--- config.mk ---
export PLATFORM = sky130hd
export DESIGN_NAME = mpirq_ctrl
export DESIGN_NICKNAME = d
export VERILOG_FILES = /design/src/rtl/mpirq_pkg.sv /design/src/rtl/mpirq_prio_enc.sv /design/src/rtl/mpirq_global.sv /design/src/rtl/mpirq_cpu.sv /design/src/rtl/mpirq_ctrl.sv
export SDC_FILE = /design/constraint.sdc
export NUM_CORES = 1
export LEC_CHECK = 0
export ABC_AREA = 1
export BUFFER_PORTS_ARGS = -buffer_cell sky130_fd_sc_hd__buf_4
export CAP_MARGIN = 20
export CORE_ASPECT_RATIO = 0.5
export CORE_MARGIN = 2
export CORE_UTILIZATION = 55
export DETAILED_ROUTE_END_ITERATION = 16
export GPL_ROUTABILITY_DRIVEN = 1
export PLACE_DENSITY = 0.78
export REMOVE_ABC_BUFFERS = 1
export SLEW_MARGIN = 30
export SYNTH_ARGS = -nofsm -noshare
export SYNTH_HDL_FRONTEND = slang
export SYNTH_SLANG_ARGS = --single-unit
--- constraint.sdc ---
create_clock -name clk -period 2.28 [get_ports clk]
set_input_delay 0.456 -clock clk [delete_from_list [all_inputs] [get_ports clk]]
set_output_delay 0.456 -clock clk [all_outputs]
set_load 0.1 [all_outputs]
--- src/rtl/mpirq_pkg.sv ---
package mpirq_pkg;
    localparam int DW       = 32;
    localparam int LW       = 4;
    localparam int NLVL     = 16;
    localparam int ALL_BIT  = 31;
    localparam int CPU_BASE = 8;
    localparam int CPU_STEP = 4;

    typedef enum logic [2:0] {
        G_PEND = 3'd0,
        G_MASK = 3'd1,
        G_MSET = 3'd2,
        G_MCLR = 3'd3,
        G_TGT  = 3'd4
    } greg_e;

    typedef enum logic [1:0] {
        C_STAT = 2'd0,
        C_SET  = 2'd2,
        C_CLR  = 2'd3
    } creg_e;

    typedef logic [LW-1:0] pil_t;

    function automatic pil_t src_level(input int b);
        int n;
        if (b >= 27 && b <= 30) return pil_t'(15);
        case (b)
            22: return pil_t'(11);
            21: return pil_t'(9);
            20: return pil_t'(8);
            19: return pil_t'(10);
            18: return pil_t'(4);
            17: return pil_t'(13);
            16: return pil_t'(6);
            15, 14: return pil_t'(12);
            default: begin
                if (b > 13 || b < 0) return pil_t'(0);
                n = (b >= 7) ? b - 7 : b;
                return (n == 0) ? pil_t'(2) : pil_t'(2 * n + 1);
            end
        endcase
    endfunction
endpackage

--- src/rtl/mpirq_prio_enc.sv ---
module mpirq_prio_enc #(
    parameter int N  = 16,
    parameter int LW = 4
) (
    input  logic [N-1:0]  req,
    output logic [LW-1:0] lvl
);
    always_comb begin
        lvl = '0;
        for (int i = 1; i < N; i++) begin
            if (req[i]) lvl = LW'(i);
        end
    end
endmodule

--- src/rtl/mpirq_global.sv ---
module mpirq_global
    import mpirq_pkg::*;
#(
    parameter int TW = 2
) (
    input  logic          clk,
    input  logic          rst,
    input  logic [DW-1:0] dev_irq,
    input  logic          mset_we,
    input  logic          mclr_we,
    input  logic          tgt_we,
    input  logic [DW-1:0] wdata,
    output logic [DW-1:0] pend_q,
    output logic [DW-1:0] mask_q,
    output logic [TW-1:0] target_q,
    output logic [NLVL-1:0] dev_lvl
);
    logic [DW-1:0] set_bits, clr_bits;

    assign set_bits = mset_we ? wdata : '0;
    assign clr_bits = mclr_we ? wdata : '0;

    always_ff @(posedge clk) begin
        if (rst) begin
            pend_q   <= '0;
            mask_q   <= '1;
            target_q <= '0;
        end else begin
            pend_q   <= dev_irq & ~(DW'(1) << ALL_BIT);
            mask_q   <= (mask_q | set_bits) & ~clr_bits;
            if (tgt_we) target_q <= wdata[TW-1:0];
        end
    end

    always_comb begin
        dev_lvl = '0;
        for (int i = 0; i < ALL_BIT; i++) begin
            if (pend_q[i] && !mask_q[i] && !mask_q[ALL_BIT])
                dev_lvl[src_level(i)] = 1'b1;
        end
        dev_lvl[0] = 1'b0;
    end

    a_r1_reset_mask: assert property (@(posedge clk) disable iff (rst)
        $past(rst) |-> (mask_q == '1));

    a_r2_set_keeps: assert property (@(posedge clk) disable iff (rst)
        (mset_we && !mclr_we) |=>
        ((mask_q & ~$past(wdata)) == ($past(mask_q) & ~$past(wdata))) &&
        ((mask_q & $past(wdata)) == $past(wdata)));

    a_r3_clr_keeps: assert property (@(posedge clk) disable iff (rst)
        (mclr_we && !mset_we) |=>
        ((mask_q & ~$past(wdata)) == ($past(mask_q) & ~$past(wdata))) &&
        ((mask_q & $past(wdata)) == '0));
endmodule

--- src/rtl/mpirq_cpu.sv ---
module mpirq_cpu
    import mpirq_pkg::*;
(
    input  logic            clk,
    input  logic            rst,
    input  logic            set_we,
    input  logic            clr_we,
    input  logic [15:0]     wdata_hi,
    input  logic            is_target,
    input  logic [NLVL-1:0] dev_lvl,
    output logic [DW-1:0]   stat,
    output logic [LW-1:0]   pil
);
    logic [NLVL-1:0] soft_q, soft_nxt, hard, req;

    always_comb begin
        soft_nxt = soft_q;
        if (set_we) soft_nxt = soft_nxt | wdata_hi;
        if (clr_we) soft_nxt = soft_nxt & ~wdata_hi;
        soft_nxt[0] = 1'b0;
    end

    always_ff @(posedge clk) begin
        if (rst) soft_q <= '0;
        else     soft_q <= soft_nxt;
    end

    assign hard = is_target ? dev_lvl : '0;
    assign req  = soft_q | hard;
    assign stat = {soft_q[15:1], 1'b0, hard};

    mpirq_prio_enc #(.N(NLVL), .LW(LW)) u_enc (
        .req (req),
        .lvl (pil)
    );

    a_r9_idle_zero: assert property (@(posedge clk) disable iff (rst)
        (req == '0) |-> (pil == '0));

    a_r9_highest: assert property (@(posedge clk) disable iff (rst)
        (req != '0) |-> ((req >> pil) == NLVL'(1)));

    a_r1_soft_reset: assert property (@(posedge clk) disable iff (rst)
        $past(rst) |-> (stat[31:16] == '0));
endmodule

--- src/rtl/mpirq_ctrl.sv ---
module mpirq_ctrl
    import mpirq_pkg::*;
#(
    parameter int NCPU = 4,
    parameter int AW   = $clog2(CPU_BASE + CPU_STEP * NCPU)
) (
    input  logic               clk,
    input  logic               rst,
    input  logic [31:0]        dev_irq,
    input  logic               reg_wr,
    input  logic [AW-1:0]      reg_addr,
    input  logic [31:0]        reg_wdata,
    output logic [31:0]        reg_rdata,
    output logic [4*NCPU-1:0]  cpu_pil
);
    localparam int TW = (NCPU > 1) ? $clog2(NCPU) : 1;

    logic [DW-1:0]   pend_q, mask_q;
    logic [TW-1:0]   target_q;
    logic [NLVL-1:0] dev_lvl;
    logic [DW-1:0]   cpu_stat [NCPU];

    mpirq_global #(.TW(TW)) u_glob (
        .clk      (clk),
        .rst      (rst),
        .dev_irq  (dev_irq),
        .mset_we  (reg_wr && reg_addr == AW'(G_MSET)),
        .mclr_we  (reg_wr && reg_addr == AW'(G_MCLR)),
        .tgt_we   (reg_wr && reg_addr == AW'(G_TGT)),
        .wdata    (reg_wdata),
        .pend_q   (pend_q),
        .mask_q   (mask_q),
        .target_q (target_q),
        .dev_lvl  (dev_lvl)
    );

    for (genvar c = 0; c < NCPU; c++) begin : g_cpu
        logic [LW-1:0] pil_c;

        mpirq_cpu u_cpu (
            .clk       (clk),
            .rst       (rst),
            .set_we    (reg_wr && reg_addr == AW'(CPU_BASE + CPU_STEP * c + int'(C_SET))),
            .clr_we    (reg_wr && reg_addr == AW'(CPU_BASE + CPU_STEP * c + int'(C_CLR))),
            .wdata_hi  (reg_wdata[31:16]),
            .is_target (target_q == TW'(c)),
            .dev_lvl   (dev_lvl),
            .stat      (cpu_stat[c]),
            .pil       (pil_c)
        );

        assign cpu_pil[c*LW +: LW] = pil_c;

        a_r7_target_only: assert property (@(posedge clk) disable iff (rst)
            (target_q != TW'(c)) |-> (cpu_stat[c][15:0] == '0));

        a_r5_mask_all: assert property (@(posedge clk) disable iff (rst)
            mask_q[ALL_BIT] |-> (cpu_stat[c][15:0] == '0));
    end

    always_comb begin
        reg_rdata = '0;
        case (reg_addr)
            AW'(G_PEND): reg_rdata = pend_q;
            AW'(G_MASK): reg_rdata = mask_q;
            AW'(G_TGT):  reg_rdata = DW'(target_q);
            default: begin
                for (int c = 0; c < NCPU; c++) begin
                    if (reg_addr == AW'(CPU_BASE + CPU_STEP * c + int'(C_STAT)))
                        reg_rdata = cpu_stat[c];
                end
            end
        endcase
    end
endmodule

==> results of run 1 <==
cells in the mapped netlist, types with 3 or more instances:
library cell  instances  area (um^2)
dfxtp_1             125         2500
o211ai_1              6         45.0
nor3_1               18         90.1
o22ai_1              23          144
buf_6                 3         33.8
nor2_1              105          394
a21oi_1              78          390
buf_2                10         50.1
nor4_1                4         25.0
o21ai_0             131          656
inv_2                 9         33.8
a221oi_1              7         61.3
nand3_1              61          305
inv_1               197          739
o2111ai_1            25          219
a31oi_1              11         68.8
nor2_2                4         25.0
nand2_1             254          953
clkbuf_1             36          135
nand3_2               7         70.1
timing repair:
item,CTS
resized for setup,320
pin swaps,46
endpoints found under the setup margin,48
buffers inserted,20
cloned,3
through the flow:
stage,area [um^2],utilization [%],cells
4_1_cts,11300,89.6,1573
3_5_place_dp,9220,73.2,1522
2_1_floorplan,6840,-,1080
3_3_place_gp,9220,73.2,1522
logic make-up after synthesis:
group           share of synthesized area, %
compound gates                          23.0
buf+inv                                 14.2
flops                                   35.4
simple gates                            27.5
==> metrics.cfg, run 1 <==
[cts]
cts_made_buffers=17
cts_root_buf=clkbuf_16
cts_sinks=125
cts.htree.levels=4
clk_path_buf_depth=2
holdBufCountCts=0

[synth]
yosys_most_used_dff=dfxtp_1
synth_seq_area_share_pct=35.4
synth_area_um2=7060
async_flop_share_pct=0
synth_cell_types=29
ys_ff_latch=125
synth_edf_count=0
synth_cells=1129
synth_warnings=0
syn_area_per_cell_um2=6.26

[status]
outcome=aborted with a tool error
tool.error=[ERROR DPL-0038] Utilization greater than 100%, impossible to legalize
haltStage=global routing

[die]
start_util_pct=56.1
die_w_um=164
ios=120
die_h_um=84.1
rows=29

[sta]
worst_endpoint=cpu_pil[8]
worst-endpoint-pin-kind=primary output

[placed_design]
dp_hpwl_mm=22.3
port_buffers=118
routabilityCongestion=1.07
place_ws_ns=-0.342

[global_routing]
grt_max_degree=37

==> inputs of run 2 (changes only) <==
--- a/config.mk
+++ b/config.mk
@@ -8,12 +8,11 @@
 export ABC_AREA = 1
 export BUFFER_PORTS_ARGS = -buffer_cell sky130_fd_sc_hd__buf_4
 export CAP_MARGIN = 20
-export CORE_ASPECT_RATIO = 0.5
 export CORE_MARGIN = 2
-export CORE_UTILIZATION = 55
+export CORE_UTILIZATION = 40
 export DETAILED_ROUTE_END_ITERATION = 16
 export GPL_ROUTABILITY_DRIVEN = 1
-export PLACE_DENSITY = 0.78
+export PLACE_DENSITY_LB_ADDON = 0.15
 export REMOVE_ABC_BUFFERS = 1
 export SLEW_MARGIN = 30
 export SYNTH_ARGS = -nofsm -noshare
==> run 2 against run 1 <==
  * The flow now finishes, with violations (negative setup slack)
  * Synthesized area unchanged
  * Synthesized cell count did not move
==> metrics.cfg, run 2 <==
[finish]
nets=1469
final_core_util_pct=71.5
stdcell_area_um2=12400
n_antenna_cell=0
final_cell_mix=buf_4 (186), inv_1 (173), nand2_1 (167)
areaGrowthSynthToFinish_pct=75.2
final_common_cell=buf_4
drive_gt1_share_pct=42.0

[run]
cap_violations=0

[synth]
synth_commonest_cells=nand2_1 (254), inv_1 (197), o21ai_0 (131), dfxtp_1 (125), nor2_1 (105)
async_flop_share_pct=0  ; unchanged
synth_area_um2=7060  ; unchanged
syn_area_per_cell_um2=6.26  ; unchanged
synth_seq_area_share_pct=35.4  ; unchanged
synthTopCellsByArea=dfxtp_1 (35%), nand2_1 (13%), inv_1 (10%), o21ai_0 (9.3%), nor2_1 (5.6%)
synth_cells=1129  ; unchanged
synth_warnings=0  ; unchanged
ys_ff_latch=125  ; unchanged
synth_cell_types=29  ; unchanged
synth_edf_count=0  ; unchanged
synth_top_area_share_pct=35.4  ; unchanged
yosys_most_used_dff=dfxtp_1
synth_top_cell_by_area=dfxtp_1
synth.most_common_cell=nand2_1

[placed_design]
dp_hpwl_mm=20.3  ; -9.0%
routabilityCongestion=0.977  ; -8.7%
port_buffers=118  ; unchanged
dpl_cell_area_um2=9140  ; -0.86%

[die]
core_area_um2=17300
die_h_um=137  ; +63%
die_w_um=137  ; -17%
dieArea_um2=18700
rows=48  ; +66%
ios=120  ; unchanged
start_util_pct=40.8  ; -15 points

[cts]
cts.clk_slew.worst_paths_ns=0.06
cts_sinks=125  ; unchanged
cts_tree=yes
cts_root_buf=clkbuf_16
cts.htree.levels=4  ; unchanged
cts_made_buffers=17  ; unchanged
holdBufCountCts=0  ; unchanged
clk_latency_ns=0.42
clk_path_buf_depth=2  ; unchanged

[routing]
postRouteAntennaNets=0
drtPass1Iterations=6
avgViaCountPerCell=5.55
wl_per_cell_um=19.2
initialDrtViolationCount=976
vias=9054
totalWireLength_mm=31.3
drc=0

[setup_path]
worst-endpoint-required_ns=1.82
path_max_fanout=5
r2r_slack_ns=1.29
endpoint_kind=output port
worst_setup_path_start_kind=flip-flop
crit_type=reg2out
arrival_ns=2.46

[pwr]
p_per_area_nw_per_um2=484
peakVddDrop_v=0.000528
p_total_mw=5.98
p_leak_nw=5.75

[global_routing]
grt_pass1_vias=8238
grt_util_all_layers_pct=32.3
overflow=0
antenna_found_initial=0
grt_max_degree=44
grt_pass1_wl_mm=45.4

[sta]
final_max_slew_viol_count=0
worstMarginPinSlew_ns=0.487
skew_ns=0
setup_viol=31
worst_slew_margin_rel_pct=67.5
finalWorstPathRequiredPeriod_ns=2.92
finalCritPeriodShare_pct=128
rsz0062_at_grt=yes
setup_slack_ns=-0.641
hold_viol_final=0
hold_ws_ns=0.226
fmax_ghz=0.342

[status]
violations=negative setup slack
outcome=finished with violations

[min_path]
hold_path_class=in2reg

-- run 2: cell counts after synthesis --
No cell type changed its count.
-- run 2: routing by layer --
| layer | vias up | GRT usage, % | part of all wire, % | routed length, um |
|---|---|---|---|---|
| met3 | 114 | 6.44 | 9.1 | 2840 |
| met2 | 483 | 50.9 | 46 | 14400 |
| met1 | 4255 | 43.7 | 41 | 12800 |
| met5 | - | 0 | 0 | 0 |
| li1 | 4202 | - | - | - |
| met4 | 0 | 11.9 | 4.0 | 1240 |
-- run 2: critical path, stage by stage, from the launching register on --
cell and delay (ns):
dfxtp_4 0.36, buf_6 0.12, nor2_4 0.24, nand3_2 0.13
nand2_2 0.11, inv_1 0.04, nand2_1 0.07, nand2_1 0.07
nand2_2 0.08, nand2_1 0.06, nand2_1 0.06, nand2_1 0.05
nand2_1 0.06, nand2_1 0.05, nand2_2 0.10, nand2_1 0.06
nand2_1 0.05, nand2_1 0.06, nand2_2 0.09, buf_12 0.17
-- run 2: cells by family after synthesis --
| group | Yosys count | synth area share, % |
|---|---|---|
| DFF | 125 | 35.4 |
| AOI/OAI and AO/OA | 286 | 23.0 |
| and+or+nand+nor | 461 | 27.5 |
| buffers and inverters | 257 | 14.2 |
-- run 2: what timing repair did --
| action | 4_1_cts | 5_1_grt |
|---|---|---|
| hold endpoints to repair | 0 | 0 |
| pin swaps | 61 | 82 |
| setup buffers | 25 | 30 |
| endpoints found under the setup margin | 48 | 48 |
| gates cloned | 2 | 2 |
| gates resized for setup | 361 | 197 |
-- run 2: path summary, 6_finish.rpt --
check	startpoint	end	cells past startpoint
worst min register to register	flip-flop	flip-flop	2
worst max-delay path	u_glob.target_q[0]	cpu_pil[8]	19
worst min-delay path	dev_irq[18]	u_glob.pend_q[18]	3
worst max register to register	u_glob.mask_q[31]	u_glob.mask_q[31]	5
-- run 2: report_power, final --
group | switching (mW) | internal [mW]
registers | 0.0263 | 2.23
clock network | 1.02 | 1.81
logic | 0.558 | 0.343
total | 1.60 | 4.38
-- run 2: layout make-up --
| type | instances | area, um^2 |
|---|---|---|
| inverter | 208 | 811 |
| clock inverter | 7 | 113 |
| clock buffer | 22 | 484 |
| timing repair buffer | 298 | 3160 |
| tap | 225 | 282 |
| multi-input combinational | 747 | 5010 |
| sequential | 125 | 2510 |
| fill | 1361 | 4920 |
-- run 2: through the flow --
stage | setup slack (ns) | cells | setup TNS [ns]
2_1_floorplan | -2.09 | 1080 | -50.98
3_3_place_gp | -0.280 | 1559 | -6.86
3_5_place_dp | -0.289 | 1559 | -6.98
4_1_cts | -0.522 | 1610 | -9.63
5_1_grt | -0.755 | 1632 | -14.10
6_report | -0.641 | 1632 | -11.83
(Power assumes the default switching activity.)
